`config.mk`:
```
export PLATFORM = sky130hd
export DESIGN_NAME = hblit_unpack
export DESIGN_NICKNAME = d
export VERILOG_FILES = /design/src/rtl/hblit_pkg.sv /design/src/rtl/hblit_lane_pick.sv /design/src/rtl/hblit_seq.sv /design/src/rtl/hblit_unpack.sv
export SDC_FILE = /design/constraint.sdc
export NUM_CORES = 1
export LEC_CHECK = 0
export BUFFER_PORTS_ARGS = -buffer_cell sky130_fd_sc_hd__clkbuf_2
export CORE_MARGIN = 1.5
export CORE_UTILIZATION = 35
export DETAILED_ROUTE_END_ITERATION = 12
export PLACE_DENSITY_LB_ADDON = 0.1
export SLEW_MARGIN = 30
export SYNTH_ARGS = -nofsm -noshare
export SYNTH_HDL_FRONTEND = slang
export SYNTH_SLANG_ARGS = --single-unit
```
`constraint.sdc`:
```
create_clock -name clk -period 6 [get_ports clk]
set_input_delay 0.6 -clock clk [delete_from_list [all_inputs] [get_ports clk]]
set_output_delay 0.6 -clock clk [all_outputs]
set_load 0.01 [all_outputs]
```
`src/rtl/hblit_pkg.sv`:
```
package hblit_pkg;
  localparam int WORD_BITS  = 32;
  localparam int WORD_BYTES = WORD_BITS / 8;

  // log2 of bytes per pixel
  typedef logic [1:0] bpp_log2_t;

  function automatic bpp_log2_t depth_to_log2(input logic [2:0] code);
    case (code)
      3'b001:  return 2'd1;
      3'b010:  return 2'd2;
      default: return 2'd0;
    endcase
  endfunction
endpackage

```
`src/rtl/hblit_lane_pick.sv`:
```
module hblit_lane_pick
  import hblit_pkg::*;
(
  input  logic [WORD_BITS-1:0] word_i,
  input  logic [1:0]           lane_i,
  input  bpp_log2_t            lg_i,
  output logic [WORD_BITS-1:0] pix_o
);
  localparam int N8  = WORD_BYTES;
  localparam int N16 = WORD_BYTES / 2;

  logic [WORD_BITS-1:0] view8  [N8];
  logic [WORD_BITS-1:0] view16 [N16];

  generate
    for (genvar i = 0; i < N8; i++) begin : g_b8
      assign view8[i] = {{(WORD_BITS-8){1'b0}}, word_i[8*i +: 8]};
    end
    for (genvar j = 0; j < N16; j++) begin : g_b16
      assign view16[j] = {{(WORD_BITS-16){1'b0}}, word_i[16*j +: 16]};
    end
  endgenerate

  always_comb begin
    case (lg_i)
      2'd1:    pix_o = view16[lane_i[0]];
      2'd2:    pix_o = word_i;
      default: pix_o = view8[lane_i];
    endcase
  end
endmodule

```
`src/rtl/hblit_seq.sv`:
```
module hblit_seq
  import hblit_pkg::*;
#(
  parameter int XW          = 12,
  parameter int YW          = 12,
  parameter int AW          = 24,
  parameter int PITCH_BYTES = 4096
) (
  input  logic                 clk,
  input  logic                 rst,
  input  logic                 start_i,
  input  logic [XW-1:0]        dst_x_i,
  input  logic [YW-1:0]        dst_y_i,
  input  logic [XW-1:0]        w_m1_i,
  input  logic [YW-1:0]        h_m1_i,
  input  logic [2:0]           depth_i,
  input  logic                 in_valid_i,
  input  logic [WORD_BITS-1:0] in_data_i,
  output logic                 in_ready_o,
  output logic                 emit_o,
  output logic                 final_o,
  output logic [AW-1:0]        emit_addr_o,
  output logic [WORD_BITS-1:0] word_o,
  output logic [1:0]           lane_o,
  output bpp_log2_t            lg_o,
  output logic                 busy_o
);
  localparam logic [AW-1:0] PITCH_A = AW'(PITCH_BYTES);

  logic                 run_q, full_q;
  logic [WORD_BITS-1:0] word_q;
  logic [1:0]           lane_q;
  logic [XW-1:0]        px_q, w_q;
  logic [YW-1:0]        row_q, h_q;
  bpp_log2_t            lg_q;
  logic [AW-1:0]        addr_q, row_base_q;

  logic      accept, row_end, last_row, lane_last;
  bpp_log2_t start_lg;
  logic [AW-1:0] start_base;

  assign in_ready_o = run_q & ~full_q;
  assign accept     = in_valid_i & in_ready_o;
  assign emit_o     = run_q & full_q;
  assign row_end    = (px_q == w_q);
  assign last_row   = (row_q == h_q);
  assign final_o    = emit_o & row_end & last_row;

  assign start_lg   = depth_to_log2(depth_i);
  assign start_base = AW'(dst_y_i) * PITCH_A + (AW'(dst_x_i) << start_lg);

  always_comb begin
    case (lg_q)
      2'd0:    lane_last = (lane_q == 2'd3);
      2'd1:    lane_last = (lane_q == 2'd1);
      default: lane_last = 1'b1;
    endcase
  end

  always_ff @(posedge clk) begin
    if (rst) begin
      run_q      <= 1'b0;
      full_q     <= 1'b0;
      word_q     <= '0;
      lane_q     <= '0;
      px_q       <= '0;
      w_q        <= '0;
      row_q      <= '0;
      h_q        <= '0;
      lg_q       <= '0;
      addr_q     <= '0;
      row_base_q <= '0;
    end else if (!run_q) begin
      if (start_i) begin
        run_q      <= 1'b1;
        full_q     <= 1'b0;
        w_q        <= w_m1_i;
        h_q        <= h_m1_i;
        lg_q       <= start_lg;
        row_base_q <= start_base;
        addr_q     <= start_base;
        px_q       <= '0;
        row_q      <= '0;
        lane_q     <= '0;
      end
    end else if (accept) begin
      word_q <= in_data_i;
      full_q <= 1'b1;
    end else if (emit_o) begin
      if (row_end) begin
        // pad bytes of this word are dropped here
        px_q       <= '0;
        lane_q     <= '0;
        full_q     <= 1'b0;
        row_base_q <= row_base_q + PITCH_A;
        addr_q     <= row_base_q + PITCH_A;
        if (last_row) run_q <= 1'b0;
        else          row_q <= row_q + YW'(1);
      end else begin
        px_q   <= px_q + XW'(1);
        addr_q <= addr_q + (AW'(1) << lg_q);
        if (lane_last) begin
          full_q <= 1'b0;
          lane_q <= '0;
        end else begin
          lane_q <= lane_q + 2'd1;
        end
      end
    end
  end

  assign emit_addr_o = addr_q;
  assign word_o      = word_q;
  assign lane_o      = lane_q;
  assign lg_o        = lg_q;
  assign busy_o      = run_q;

  // a freshly taken word blocks the next one
  assert_hold_after_accept_R7: assert property (@(posedge clk) disable iff (rst)
    accept |=> !in_ready_o);

  // geometry and depth stay fixed while a blit runs
  assert_start_ignored_R11: assert property (@(posedge clk) disable iff (rst)
    (run_q && start_i) |=> ($stable(w_q) && $stable(h_q) && $stable(lg_q)));

  // a 4-byte pixel always uses the whole word
  assert_wide_lane_R3: assert property (@(posedge clk) disable iff (rst)
    (emit_o && lg_q == 2'd2) |-> (lane_q == 2'd0));
endmodule

```
`src/rtl/hblit_unpack.sv`:
```
module hblit_unpack
  import hblit_pkg::*;
#(
  parameter int XW          = 12,
  parameter int YW          = 12,
  parameter int AW          = 24,
  parameter int PITCH_BYTES = 4096
) (
  input  logic          clk,
  input  logic          rst,
  input  logic          start_i,
  input  logic [XW-1:0] dst_x_i,
  input  logic [YW-1:0] dst_y_i,
  input  logic [XW-1:0] w_m1_i,
  input  logic [YW-1:0] h_m1_i,
  input  logic [2:0]    depth_i,
  input  logic          in_valid_i,
  input  logic [31:0]   in_data_i,
  output logic          in_ready_o,
  output logic          pix_valid_o,
  output logic [AW-1:0] pix_addr_o,
  output logic [31:0]   pix_data_o,
  output logic          done_o,
  output logic          busy_o
);
  logic                 emit, fin;
  logic [AW-1:0]        emit_addr;
  logic [WORD_BITS-1:0] word, pix_val;
  logic [1:0]           lane;
  bpp_log2_t            lg;

  hblit_seq #(
    .XW(XW), .YW(YW), .AW(AW), .PITCH_BYTES(PITCH_BYTES)
  ) u_seq (
    .clk        (clk),
    .rst        (rst),
    .start_i    (start_i),
    .dst_x_i    (dst_x_i),
    .dst_y_i    (dst_y_i),
    .w_m1_i     (w_m1_i),
    .h_m1_i     (h_m1_i),
    .depth_i    (depth_i),
    .in_valid_i (in_valid_i),
    .in_data_i  (in_data_i),
    .in_ready_o (in_ready_o),
    .emit_o     (emit),
    .final_o    (fin),
    .emit_addr_o(emit_addr),
    .word_o     (word),
    .lane_o     (lane),
    .lg_o       (lg),
    .busy_o     (busy_o)
  );

  hblit_lane_pick u_pick (
    .word_i(word),
    .lane_i(lane),
    .lg_i  (lg),
    .pix_o (pix_val)
  );

  always_ff @(posedge clk) begin
    if (rst) begin
      pix_valid_o <= 1'b0;
      pix_addr_o  <= '0;
      pix_data_o  <= '0;
      done_o      <= 1'b0;
    end else begin
      pix_valid_o <= emit;
      done_o      <= fin;
      if (emit) begin
        pix_addr_o <= emit_addr;
        pix_data_o <= pix_val;
      end
    end
  end

  // done comes with the last pixel write
  assert_done_with_pixel_R9: assert property (@(posedge clk) disable iff (rst)
    done_o |-> pix_valid_o);

  // nothing is accepted once done
  assert_no_take_at_done_R10: assert property (@(posedge clk) disable iff (rst)
    done_o |-> !in_ready_o);

  // writes occur only inside a blit
  assert_pix_in_blit_R6: assert property (@(posedge clk) disable iff (rst)
    pix_valid_o |-> (busy_o || done_o));
endmodule

```
; Word-level counts from Yosys, hierarchy flattened
; Index checks and enable logic that the tools add are counted.
[op_classes]
addsub = 6
order_cmp = 2
n_eq_ne = 14
shifts = 2
mux = 46
n_bitwise = 9
reduce_logical = 8
[ops]
columns = cell, n
row1 = $mux W24, 9
row2 = $mux W32, 4
row3 = $mux W12, 10
row4 = $bmux W32 S2, 1
row5 = $pmux W32 S2, 1
row6 = $add A24 B24 Y24, 2
row7 = $add A12 B1 Y12 const B, 2
row8 = $add A24 B13 Y24 const B, 1
row9 = $eq A12 B12 Y1, 2
row10 = $shl A1 B2 Y24 const A, 1
row11 = $shl A12 B2 Y24, 1
row12 = $mux W16, 1
row13 = $mux W1, 12
row14 = $mux W2, 6
row15 = $ne A2 B2 Y1 const B, 4
row16 = $reduce_and A3 Y1, 2
row17 = $and A1 B1 Y1, 5
row18 = $reduce_and A5 Y1, 1
row19 = $eq A2 B1 Y1 const B, 2
row20 = $eq A2 B2 Y1 const B, 2
row21 = $ne A4 B4 Y1 const B, 1
row22 = $pmux W2 S2, 1
row23 = $reduce_and A2 Y1, 2
row24 = $reduce_and A4 Y1, 1
row25 = 12 further kinds, 13
[word_totals]
ff_bits = 192

; Logic depth before layout (Yosys ltp)
[depth]
word_depth = 7
ltp_mapped = 11

; Hierarchy
; From an unflattened synthesis, not the netlist that was laid out.
[unflattened]
hier_cells = 1177
hier_area_um2 = 9893.2
[modules_own_cells]
columns = module, n_inst, cells_each, area_per_inst_um2, seq_area_each_um2
row1 = hblit_seq, 1, 888, 7000.5, 2682.6
row2 = hblit_unpack, 1, 185, 2074.5, 1161.1
row3 = hblit_lane_pick, 1, 104, 818.3, 0.0

; Worst setup path after synthesis
; Ideal clock, no wire load.
[synth_timing]
kind = input to register
startpoint = input port depth_i[2]
endpoint = register u_seq.addr_q[20] (netlist: u_seq.emit_addr_o[20])
arrival_time_ps = 2637
setup_slack_ps = 3304
stages = 9
n_path_buf = 0
cell_sequence = nor3b_2 -> nand2_1 -> fa_1 -> nor2b_1 -> o21ai_0 -> nand2b_1 -> xor2_1 -> a211oi_1 -> o211a_1
[synth_between]
elab_chain_len = 6
word_cells_on_any_way = 7
[synth_rtl]
columns = element, line_no
row1 = "start, declared", hblit_unpack.sv:16  ; input logic [2:0] depth_i,
row2 = $eq A3 B2 Y1 / $eq A3 B1 Y1 (equally long branches), hblit_pkg.sv:9  ; case (code)
row3 = $pmux W2 S2 (*), hblit_pkg.sv:9
row4 = $shl A12 B2 Y24 (*), hblit_seq.sv:50  ; assign start_base = AW'(dst_y_i) * PITCH_A + (AW'(dst_x_i) << start_lg);
row5 = $add A24 B24 Y24 (*), hblit_seq.sv:50
row6 = $mux W24 (*), hblit_seq.sv:74  ; if (start_i) begin
row7 = $mux W24 (*), hblit_seq.sv:73  ; end else if (!run_q) begin
row8 = "end signal, assigned", hblit_seq.sv:81  ; addr_q <= start_base;
row9 = "end signal, assigned", hblit_seq.sv:96  ; addr_q <= row_base_q + PITCH_A;
row10 = "end signal, assigned", hblit_seq.sv:101  ; addr_q <= addr_q + (AW'(1) << lg_q);
row11 = "end, declared", hblit_seq.sv:36  ; logic [AW-1:0] addr_q, row_base_q;
; Every way passes the cells marked *; elsewhere a longest branch is shown, timed or not. The select of a mux whose other input is x is not followed.
; A chain may end at the register's enable or synchronous reset.

; Worst setup path after layout
; Same ends and word-level chain as after synthesis.

==> out/qor_table.md <==
| Group | Item | This run |
| --- | --- | --- |
| power | NetSw | 839 µW |
| logic synthesis | Number of enable-type register cells in the synthesized netlist | 0 |
| clock tree | Clk slew on worst S/H paths | 0.09 ns |
| floorplan | Die outline width | 166 µm |
| floorplan | Number of rows in the core area | 59 |
| logic synthesis | Most common library cells after synthesis | nand2_1, dfxtp_1, a21oi_1 |
| global routing | Vias in the first global route | 7905 |
| flow run | Reported max-cap violation count | 0 |
| logic synthesis | Main synth FF type | dfxtp_1 |
| route | Via density | 5.33 |
| logic synthesis | Post-Syn Area per Cell | 8.22 µm² |
| logic synthesis | Simple-gate share of the synthesized area | 21.5% |
| clock tree | Hold_buf cts | 0 |
| clock tree | Clock sink count | 192 |
| critical path | Worst Path Buf+Inv | 1 |
| power | Power after layout | 2.89 mW |
| final layout | Number of standard cells in the layout, taps in and fillers out | 1577 |
| global routing | Residual overflow from global routing | 0 |
| global routing | Global-route wire length before repair | 45400 µm |
| clock tree | Max clock buf depth | 2 |
| clock tree | Post-cts resize count | 0 |
| logic synthesis | Number of storage elements in the synthesis netlist | 192 |
| global routing | Pin count of the biggest net entering global routing | 78 |
| run status | Status | finished clean |
| route | Count of vias placed by the detailed router | 8399 |
| global routing | Total global routing track utilization | 20.7% |
| logic synthesis | Mapped Nets | 1232 |
| clock tree | TritonCTS clock tree | built |
| final layout | Number of antenna cells inserted | 0 |
| sta | Clock period minus worst slack | 2.99 ns |
| critical path | Category of the critical setup timing path | in -> reg |
| clock tree | Clk Latency, worst-skew pair | 0.44 ns |
| power | Switching Fraction | 29.0% |
| sta | Max Slew Vio Count | 0 |
| power | Leak Pwr | 4.11 nW |
| critical path | Slowest CP cell | nor3b_2 |
| critical path | Largest fanout on the critical path | 10 |
| logic synthesis | Synth Area in Adders | 2.32% |
| min path | Worst hold path type | in -> reg |
| global routing | Number of antenna violations at the first check in global routing | 0 |
| power | Comb power frac | 11.8% |
| route | Final Routed Wirelength | 28700 µm |
| route | Number of routed nets with antenna violations | 0 |
| logic synthesis | Synth Area in Compound Gates | 20.2% |
| logic synthesis | Cell accounting for the most synthesized area | dfxtp_1 |
| final layout | Filler cells | 2739 |
| floorplan | Die footprint | 27500 µm² |
| placed design | Cells after DPL | 1545 |
| logic synthesis | Seq/Total Area, Yosys | 41.4% |
| critical path | Crit end category | flip-flop |
| sta | Worst slew margin | 39.5% |
| route | Initial DRT Pass Iterations | 6 |
| placed design | Placed wire-length estimate | 19700 µm |
| clock tree | H-Tree Level Count | 4 |
| logic synthesis | Mux share of post-synthesis cell area | 4.75% |
| final layout | Fraction of layout instances using a drive strength above 1 | 17.7% |
| logic synthesis | Mapped cell area | 9280 µm² |
| sta | Total count of hold-check failures in the final report | 0 |
| floorplan | Boundary Pins | 147 |
| floorplan | Initial core utilization | 35.6% |
| sta | Final setup skew | 0.0143 ns |
| route | Routed wire per std cell | 18.2 µm |
| sta | Unrepaired setup endpoints after global routing | false |
| floorplan | Floorplan Core Area | 26100 µm² |
| logic synthesis | Dominant combinational cell family by area after synthesis | simple AND/OR/NAND/NOR gates |
| power | Portion of total power attributed to sequential cells | 47.8% |
| placed design | Number of I/O port buffers | 146 |
| route | Starting DRC count in detailed routing | 515 |
| clock tree | Number of buffers added by the clock tree synthesis step | 17 |
| placed design | Final Wtd Congestion | 0.832 |
| clock tree | Setup bufs post-CTS | 0 |
| logic synthesis | Proportion of synthesized flip-flops having asynchronous set or reset | 0% |
| critical path | Delay of the slowest cell on the worst path | 0.57 ns |
| sta | Worst-Margin Slew | 0.908 ns |
| critical path | Kind of launch point of the worst setup path | primary input |
| route | DRC violations left | 0 |
| critical path | Worst endpoint required time | 6.39 ns |
| logic synthesis | XOR/XNOR Fraction of Synth Area | 6.23% |
| critical path | Critical-path cell list | clkbuf_2 -> nor3b_2 -> nand2_1 -> fa_1 -> nor2b_1 -> o21ai_0 -> nand2b_1 -> xor2_1 -> a211oi_1 -> o211a_1 |
| power | Power density cells | 266 nW/µm² |
| sta | Total Negative Setup Slacks | 0 ns |
| final layout | Footprint of the multi-input gates | 5130 µm² |
| logic synthesis | Yosys warning total | 0 |
| sta | Achievable clock frequency | 334 MHz |
| logic synthesis | Syn Inst Count | 1129 |
| logic synthesis | Number of distinct library cells after synthesis | 63 |
| power | Power share of the clock group | 40.5% |
| final layout | Fin nets | 1332 |
| clock tree | CTS Root Buffer Type | clkbuf_16 |
| sta | Hold slack final | 0.370 ns |
| power | Maximum resistive drop on vdd | 0.000166 V |
| logic synthesis | Cell types occupying the most area after synthesis | dfxtp_1, nand2_1, a21oi_1 |
| floorplan | Die Y | 166 µm |
| critical path | Largest delay share family, worst path | simple AND/OR/NAND/NOR gates |
| final layout | Area growth, synth to finish | 17.0% |
| logic synthesis | Portion of synthesized cell area occupied by the leading cell type | 41.4% |
| sta | Ratio of final minimum period to clock period | 49.9% |
| power | Internal power consumption | 2.05 mW |
| critical path | Arrival @ worst endpoint | 3.38 ns |
| final layout | Sequential cell area in the final layout | 3840 µm² |
| logic synthesis | Cell with the most instances after synthesis | nand2_1 |
| sta | Count of final setup violators | 0 |
==> layout make-up <==
type	instances	share of cell area, %
clock buffers	17	3.92
clock inverters	15	1.59
inverters	9	0.311
multi-input cells	850	47.3
flip-flops and latches	192	35.4
well taps	335	3.86
repair buffers	159	7.65
==> registers in the layout (all words and copies together), names as in the netlist, 2 cells and up <==
register	cells
u_seq.h_q	12
u_seq.emit_addr_o	24
u_seq.row_base_q	24
u_seq.w_q	12
pix_addr_o	24
u_seq.px_q	12
u_seq.lane_o	2
u_seq.lg_o	2
pix_data_o	32
u_seq.word_o	32
u_seq.row_q	12
==> layout by cell type (no fill, tap or decap), types with 7 or more instances in the layout <==
cell and count:
a22o_1 24, a22oi_1 16, clkbuf_16 17, nand2_1 231, o21ai_0 31, and2_1 14
or3_1 7, nand4_1 23, mux2i_1 17, mux4_2 9, and3_1 12, xor2_1 24
xnor2_1 42, and4_1 8, nand3_1 20, inv_1 9, nor2_1 71, dfxtp_1 191
nor3_1 13, ha_1 14, a21oi_1 140, buf_4 14, a211oi_1 22, clkbuf_2 145
a31oi_1 7
==> worst min-delay path: stages <==
cell      delay [ns]
clkbuf_2        0.08
nand2_1         0.04
a21oi_1         0.05
==> stage by stage <==
stage	setup slack, ns	utilization (%)	cell area [µm²]
6_report	3.01	41.7	10900
5_1_grt	2.79	41.7	10900
4_1_cts	3.07	41.7	10900
3_5_place_dp	2.62	39.4	10300
3_3_place_gp	2.73	39.3	10300
2_1_floorplan	3.30	-	9280
==> power groups by stage <==
stage | sequential, mW | clock [mW] | combinational (mW)
6_report | 1.38 | 1.17 | 0.340
5_1_grt | 1.39 | 1.25 | 0.378
4_1_cts | 1.38 | 1.20 | 0.342
3_5_place_dp | 1.41 | 0 | 0.340
3_3_place_gp | 1.41 | 0 | 0.340
2_1_floorplan | 1.39 | 0 | 0.230
==> layer usage <==
layer	wire (µm)	track usage [%]
met1	14100	29.1
met2	13100	33.0
met3	1120	3.34
met4	428	5.33
met5	0	0
==> worst paths after layout <==
check / startpoint / end / slack, ns / cells after the start
worst max-delay path: depth_i[2] / u_seq.emit_addr_o[20]$_SDFFE_PP0P_ / 3.01 / 10
worst max register to register: u_seq.lg_o[0]$_SDFFE_PP0P_ / u_seq.emit_addr_o[21]$_SDFFE_PP0P_ / 3.11 / 9
worst min-delay path: w_m1_i[5] / u_seq.w_q[5]$_SDFFE_PP0P_ / 0.37 / 3
worst min register to register: u_seq.row_base_q[10]$_SDFFE_PP0P_ / u_seq.row_base_q[10]$_SDFFE_PP0P_ / 0.45 / 2
==> cells by family (layout without fill, tap and decap cells) <==
family / count (synthesis) / in the layout
simple gates: 438 / 438
mux: 32 / 32
compound gates: 297 / 297
flops: 192 / 192
xor+xnor: 66 / 66
fa+ha+maj: 16 / 16
buf+inv: 87 / 200
other cells: 1 / 1
Note: power is estimated with default switching activity, not from simulation.
